==> src/rtl/cpu_clock_gen.sv <==
module cpu_clock_gen #(
  parameter int                 LATCH_W     = 5,
  parameter logic [LATCH_W-1:0] LATCH_RST   = 15,
  parameter int                 SYNC_LEN    = 2,
  parameter int                 EARLY_EDGES = 1,
  parameter int                 LATE_EDGES  = 3
) (
  input  logic       clk_ref,
  input  logic       rst_n,
  input  logic       phi2,
  input  logic       slow_req,
  input  logic       force_slow,
  input  logic       reg_we,
  input  logic [7:0] reg_wdata,
  output logic       cpu_clk,
  output logic       slow_active
);
  localparam int EDGE_W = $clog2(LATE_EDGES + 1);
  localparam logic [EDGE_W-1:0] EDGE_MAX = EDGE_W'(LATE_EDGES);
  localparam logic [LATCH_W-1:0] ONE = LATCH_W'(1);

  typedef enum logic [1:0] {ST_FAST, ST_SLOW_LO, ST_SLOW_HI} state_t;

  state_t              state;
  logic [LATCH_W-1:0]  latch_q, div_q, cnt;
  logic                fastmode;
  logic [SYNC_LEN-1:0] sync_q;
  logic                phi2_s, phi2_d, armed;
  logic [EDGE_W-1:0]   edges;

  assign phi2_s = sync_q[SYNC_LEN-1];

  wire phi2_fall = phi2_d & ~phi2_s;
  wire phi2_rise = ~phi2_d & phi2_s;
  wire [LATCH_W-1:0] half = div_q >> 1;
  wire [LATCH_W-1:0] eff  = (latch_q == '0) ? ONE : latch_q;
  wire is_fast  = (state == ST_FAST);
  wire rise_evt = is_fast && (cnt == half);
  wire fall_evt = is_fast && (cnt == div_q);
  wire fast_hi  = cnt > half;
  wire [31:0] need = fastmode ? EARLY_EDGES : LATE_EDGES;
  wire edges_ok = (32'(edges) + 32'd1) >= need;
  wire take_slow = fall_evt && armed && edges_ok && (slow_req || force_slow);

  assign cpu_clk     = is_fast ? fast_hi : (state == ST_SLOW_HI);
  assign slow_active = !is_fast;

  always_ff @(posedge clk_ref or negedge rst_n) begin
    if (!rst_n) begin
      latch_q  <= LATCH_RST;
      fastmode <= 1'b1;
    end else if (reg_we) begin
      latch_q  <= reg_wdata[LATCH_W-1:0];
      fastmode <= reg_wdata[7];
    end
  end

  always_ff @(posedge clk_ref or negedge rst_n) begin
    if (!rst_n) begin
      sync_q <= '0;
      phi2_d <= 1'b0;
    end else begin
      sync_q <= {sync_q[SYNC_LEN-2:0], phi2};
      phi2_d <= phi2_s;
    end
  end

  always_ff @(posedge clk_ref or negedge rst_n) begin
    if (!rst_n) begin
      armed <= 1'b0;
      edges <= '0;
    end else if (phi2_fall) begin
      armed <= 1'b1;
      edges <= '0;
    end else if (phi2_rise) begin
      armed <= 1'b0;
      edges <= '0;
    end else if (armed && (rise_evt || fall_evt) && edges != EDGE_MAX) begin
      edges <= edges + 1'b1;
    end
  end

  always_ff @(posedge clk_ref or negedge rst_n) begin
    if (!rst_n) begin
      state <= ST_FAST;
      cnt   <= '0;
      div_q <= (LATCH_RST == '0) ? ONE : LATCH_RST;
    end else begin
      case (state)
        ST_FAST: begin
          if (fall_evt) begin
            cnt   <= '0;
            div_q <= eff;
            if (take_slow) state <= ST_SLOW_LO;
          end else begin
            cnt <= cnt + 1'b1;
          end
        end
        ST_SLOW_LO: if (phi2_s) state <= ST_SLOW_HI;
        ST_SLOW_HI: begin
          if (!phi2_s) begin
            state <= ST_FAST;
            cnt   <= '0;
            div_q <= eff;
          end
        end
        default: state <= ST_FAST;
      endcase
    end
  end
endmodule

==> config.mk <==
export PLATFORM = sky130hd
export DESIGN_NAME = cpu_clock_gen
export DESIGN_NICKNAME = d
export VERILOG_FILES = /design/src/rtl/cpu_clock_gen.sv
export SDC_FILE = /design/constraint.sdc
export NUM_CORES = 1
export LEC_CHECK = 0
export BUFFER_PORTS_ARGS = -buffer_cell sky130_fd_sc_hd__buf_4
export CORE_MARGIN = 2
export CORE_UTILIZATION = 55
export CTS_CLUSTER_DIAMETER = 30
export DETAILED_ROUTE_END_ITERATION = 16
export PLACE_DENSITY = 0.76
export SYNTH_ARGS = -nofsm -noshare
export SYNTH_HDL_FRONTEND = slang
export SYNTH_SLANG_ARGS = --single-unit
==> constraint.sdc <==
create_clock -name clk_ref -period 4.78 [get_ports clk_ref]
set_clock_uncertainty 0.1 [all_clocks]
set_input_delay 1.434 -clock clk_ref [delete_from_list [all_inputs] [get_ports clk_ref]]
set_output_delay 1.434 -clock clk_ref [all_outputs]
set_load 0.01 [all_outputs]
# Word-level counts from Yosys, hierarchy flattened
# Index checks and enable logic that the tools add are counted.
[op_classes]
n_addsub = 3
muxes = 19
n_lt_le_gt_ge = 2
n_bitwise = 4
n_eq_ne = 9
n_reduce_logical = 18
[ops]
columns = ["op", "count"]
rows = [
  ["$mux 5", 5],
  ["$pmux 5 s2", 2],
  ["$mux 2", 8],
  ["$logic_and 1x1->1", 7],
  ["$ne 2x2->1 const B", 3],
  ["$pmux 2 s3", 1],
  ["$add 5x1->5 const B", 1],
  ["$eq 5x4->1", 1],
  ["$eq 5x5->1", 1],
  ["$gt 5x4->1", 1],
  ["$logic_not 5->1", 1],
  ["$ne 2x1->1 const B", 2],
  ["$reduce_and 4->1", 1],
  ["$reduce_bool 2->1", 2],
  ["$add 2x1->3 const B", 1],
  ["$ge 3x2->1", 1],
  ["$mux 1", 3],
  ["$reduce_and 3->1", 1],
  ["$reduce_bool 3->1", 1],
  ["$add 2x1->2 const B", 1],
  ["$and 1x1->1", 2],
  ["$eq 2x1->1 const B", 1],
  ["$eq 2x2->1 const B", 1],
  ["$logic_not 2->1", 1],
  ["4 further kinds", 6],
]
[totals]
out_inout_bits = 2
inputBits = 14
word_cells = 64
register_bits = 24

# Depth between registers and ports, before layout
[logic_depth]
depth_word = 8
ltp_mapped = 7
ltp_nobuf = 7

# Worst setup path after synthesis
# Ideal clock, no wire load.
[synth_path]
path_kind = "reg-to-output"
from = "reg div_q[3]"
to = "out cpu_clk"
stages_incl_launch_ff = 7
n_path_buf = 0
t_required_ps = 3246
slack_ps = 1734
t_arrival_ps = 1512
path_cell_list = "dfstp_2 inv_1 ha_1 nand3_1 or3b_1 a21oi_1 nor2_1"
[synth_via]
elab_chain_cells = 2
[synth_lines]
columns = ["element", "line_no", "text"]
rows = [
  ["start: declaration", "25", "logic [LATCH_W-1:0] latch_q, div_q, cnt;"],
  ["start signal: assignment", "87", "div_q <= (LATCH_RST == '0) ? ONE : LATCH_RST;"],
  ["$gt 5x4->1", "40", "wire fast_hi = cnt > half;"],
  ["$mux 1", "45", "assign cpu_clk = is_fast ? fast_hi : (state == ST_SLOW_HI);"],
  ["end: declaration", "15", "output logic cpu_clk,"],
]
# Every way passes these cells.

# Worst setup path after layout
# Ends and elaborated chain as after synthesis.

==> impl_summary.log <==
[metrics] status: finished clean
[metrics] number of vias per cell: about 5.5
[metrics] final HPWL from detailed placement: about 1.7 mm
[metrics] peak per-stage delay on the critical path: between 500 and 600 ps
[metrics] hold-fix buffers at CTS: 0
[metrics] # setup viols final: 0
[metrics] commonest cells in the synthesized netlist: dfrtp_1 (15), inv_1 (13), dfstp_2 (9), ha_1 (8), nand2_1 (8)
[metrics] part of the total power dissipated in combinational logic: a little under half
[metrics] Worst Hold Class: reg2reg
[metrics] first-pass GRT wire length: about 3.9 mm
[metrics] worst setup slack before clock tree synthesis: 1520 ps
[metrics] nets@finish: 152
[metrics] cell with the most instances after synthesis: dfrtp_1
[metrics] P_sw: 0.316 mW
[metrics] drt wl/cell: 14.2 um
[metrics] dominant cell type by area after synthesis: dfrtp_1
[metrics] total via count in the routed design: about 860
[metrics] pin count of the biggest net entering global routing: 25
[metrics] number of buffers created by CTS: 3
[metrics] proportion of synthesized chip area in sequential cells: 47.6%
[metrics] core region area: approximately 2200 sq um
[metrics] cell family with most CP delay: flip-flops
[metrics] final weighted congestion in routability-driven placement: 0.844
[metrics] overall routed net length: 2.22 mm
[metrics] total standard cell area after synthesis: about 1300 sq um
[metrics] number of flops mapped to enable cells by yosys: 0
[metrics] Post-Synthesis Net Count: 135
[metrics] FP Rows: 17
[metrics] area of the die: ~2700 sq um
[metrics] destination of the worst register-to-register timing path: edges[0]$_DFFE_PN0P_
[metrics] FF-to-FF setup slack: approximately 2700 ps
[metrics] detailed-router iteration count before antenna repair: 4
[metrics] global-route congestion overflow total: 0
[metrics] die extent in x: 52.3 um
[metrics] fraction of layout instances using a drive strength above 1: 35.9%
[metrics] clock latency on the worst-skew pair: approximately 310 ps
[metrics] crit path max-delay cell type: dfstp_2
[metrics] endpoint with the worst hold slack: sync_q[1]$_DFF_PN0_
[metrics] startpoint class of the critical path: flop
[metrics] hold path startpoint: sync_q[0]$_DFF_PN0_
[metrics] clock transition at the registers of the reported paths: approximately 130 ps
[metrics] top-level port count: 16
[metrics] clock tree from TritonCTS: built
[metrics] cells after synthesis: ~110
[metrics] sequential group share of total power: between 30 and 40%
[metrics] global router's overall resource usage: about a fifth
[metrics] Worst Path Max Fanout: 3
[metrics] Pwr per Cell Area: 598 nW/um^2
[metrics] cell types with the largest area share after synthesis: dfrtp_1 (29%), dfstp_2 (18%), ha_1 (7.8%), mux2_4 (7.0%), mux2_2 (4.4%)
[metrics] top cell type's share of synthesized area: just under 30%
[metrics] Synth async-reset ratio: between 90% and 100%
[metrics] antenna cells: 0
[metrics] Starting Density: between 50 and 60%
[metrics] Min Hold Slack: 273 ps
[metrics] Longest Clk Path Bufs: 2
[metrics] total number of yosys warnings: 0
[metrics] Main synth FF type: dfrtp_1
[metrics] clk sinks: 24
[metrics] kind of critical path: reg2out
[metrics] worst-path cell chain: inv_1 > ha_1 > nand3_1 > or3b_1 > a21oi_1 > nor2_1 > buf_4
[metrics] number of levels the H-tree was split into: 1
[metrics] Clock Tree Root: clkbuf_4
[metrics] Worst R2R Path Depth: 7
[metrics] data required time of the worst path: 3250 ps
[metrics] Setup Total Neg Slack: 0 ps
[metrics] cell-internal power: between 0.5 and 0.6 mW
[metrics] count of max-cap constraint violations: 0
[metrics] chip height: 52.3 um
[metrics] Final Max Tran Viols: 0
[metrics] peak supply drop: roughly 0.28 mV
[metrics] number of DRC violations after detailed routing: 0
[metrics] synthesized area per cell: 11.5 sq um
[metrics] ANT nets after route: 0
[metrics] number of library cell types mapped by synthesis: 35
[metrics] buffers plus inverters on the worst setup path: 2
[metrics] number of gates given a new drive strength after cts: 0
[metrics] switching fraction of total power: a little over a third
[metrics] antenna violations before repair: 0
[metrics] top achievable clock speed: roughly 280 MHz
[metrics] Leak Pwr: between 0.6 and 0.7 nW
[metrics] Final Total Pwr: around 0.87 mW
[metrics] minimum clock period after layout: roughly 3600 ps
[metrics] worst relative slew slack: 70.1%
[metrics] slew at the pin closest to its max-slew limit: approximately 450 ps
[metrics] vias in the first global route: a little under 900
[metrics] total of buffers placed on input and output ports: 13
[metrics] Clock power frac: 14.4%
[metrics] critical register-to-register path startpoint: div_q[3]$_DFFE_PN1P_
[metrics] worst-case setup margin in the final layout: approximately 1100 ps
[metrics] # Post-CTS Setup Buffers: 0
[metrics] Setup crit end kind: primary output
[metrics] Hold Path Depth: 0
[metrics] final-report hold violation count: 0
[metrics] Crit path arrival time: between 2000 and 2500 ps
[metrics] #FFs+latches synth: 24
[metrics] initial detailed-routing violation count: 14
[metrics] unrepaired setup endpoints after global routing: false
[metrics] layout overhead on the synthesized area: 13.7%
[metrics] fraction of the cycle the final worst path needs: between 70% and 80%
## per-layer routing
metal / up-vias / GRT usage (%) / part of all wire [%]
li1: 423 / - / -
met1: 420 / 24.6 / 46
met2: 10 / 33.1 / 50
met3: 4 / 3.43 / 1.8
met4: 0 / 9.83 / 1.8
met5: - / 0 / 0
## cells in the final DEF, fill, tap and decap left out, types with 2 or more instances in the layout
| cell type | n |
|---|---|
| dfrtp_1 | 15 |
| inv_1 | 13 |
| buf_4 | 13 |
| dfstp_2 | 9 |
| nand2_1 | 8 |
| ha_1 | 8 |
| mux2_4 | 6 |
| nor2_1 | 5 |
| xnor2_1 | 5 |
| mux2_2 | 5 |
| o21ai_0 | 5 |
| nand3_1 | 4 |
| a21oi_1 | 4 |
| clkbuf_4 | 3 |
| nand2b_1 | 2 |
| o21ai_2 | 2 |
## kinds of logic (layout without fill, tap and decap cells)
family | after synthesis | count (layout) | synth area share [%]
simple gates | 25 | 25 | 9.74
compound gates | 22 | 22 | 13.0
xor+xnor | 6 | 6 | 4.09
mux | 12 | 12 | 12.2
buf+inv | 14 | 30 | 4.09
flops | 24 | 24 | 47.6
fa+ha+maj | 9 | 9 | 9.35
## worst reg2reg max path: stages, from the launching register on
cell and delay, ps:
dfstp_2 580, inv_1 50, ha_1 280, nand3_1 80, or3b_1 430, o21ai_2 100, a21boi_2 90, mux2_4 300
## worst max-delay path by stage
stage / from / end / slack (ps) / cells after the start
finish: div_q[3]$_DFFE_PN1P_ / cpu_clk / 1150 / 7
global placement: div_q[3]$_DFFE_PN1P_ / cpu_clk / 1530 / 7
global route: div_q[2]$_DFFE_PN1P_ / cpu_clk / 1010 / 7
CTS: div_q[3]$_DFFE_PN1P_ / cpu_clk / 1140 / 7
detailed placement: div_q[3]$_DFFE_PN1P_ / cpu_clk / 1520 / 7
floorplan: div_q[3]$_DFFE_PN1P_ / cpu_clk / 1730 / 6
## power groups by stage
stage | clock, mW | combinational [mW] | sequential (mW)
6_report | 0.126 | 0.399 | 0.349
3_5_place_dp | 0 | 0.401 | 0.353
5_1_grt | 0.136 | 0.457 | 0.359
2_1_floorplan | 0 | 0.321 | 0.333
3_3_place_gp | 0 | 0.387 | 0.350
4_1_cts | 0.130 | 0.404 | 0.350
## sequential cells by signal, indices dropped and copies added (netlist names)
signal	flops
phi2_d	1
latch_q	5
div_q	5
fastmode	1
sync_q	2
armed	1
edges	2
cnt	5
state	2
## metrics by stage
stage	utilization (%)	cells	cell area (sq um)
2_1_floorplan	-	112	1280
3_3_place_gp	63.9	152	1410
3_5_place_dp	63.9	152	1410
4_1_cts	66.1	156	1460
5_1_grt	66.1	156	1460
6_report	66.1	156	1460
## layout make-up
cell class | count | area [sq um]
Sequential cell | 24 | 612
Fill cell | 182 | 751
Inverter | 13 | 48.8
Tap cell | 28 | 35.0
Timing Repair Buffer | 13 | 97.6
Multi-Input combinational cell | 74 | 621
Clock buffer | 4 | 47.5
Note: power is estimated with default switching activity, not from simulation.
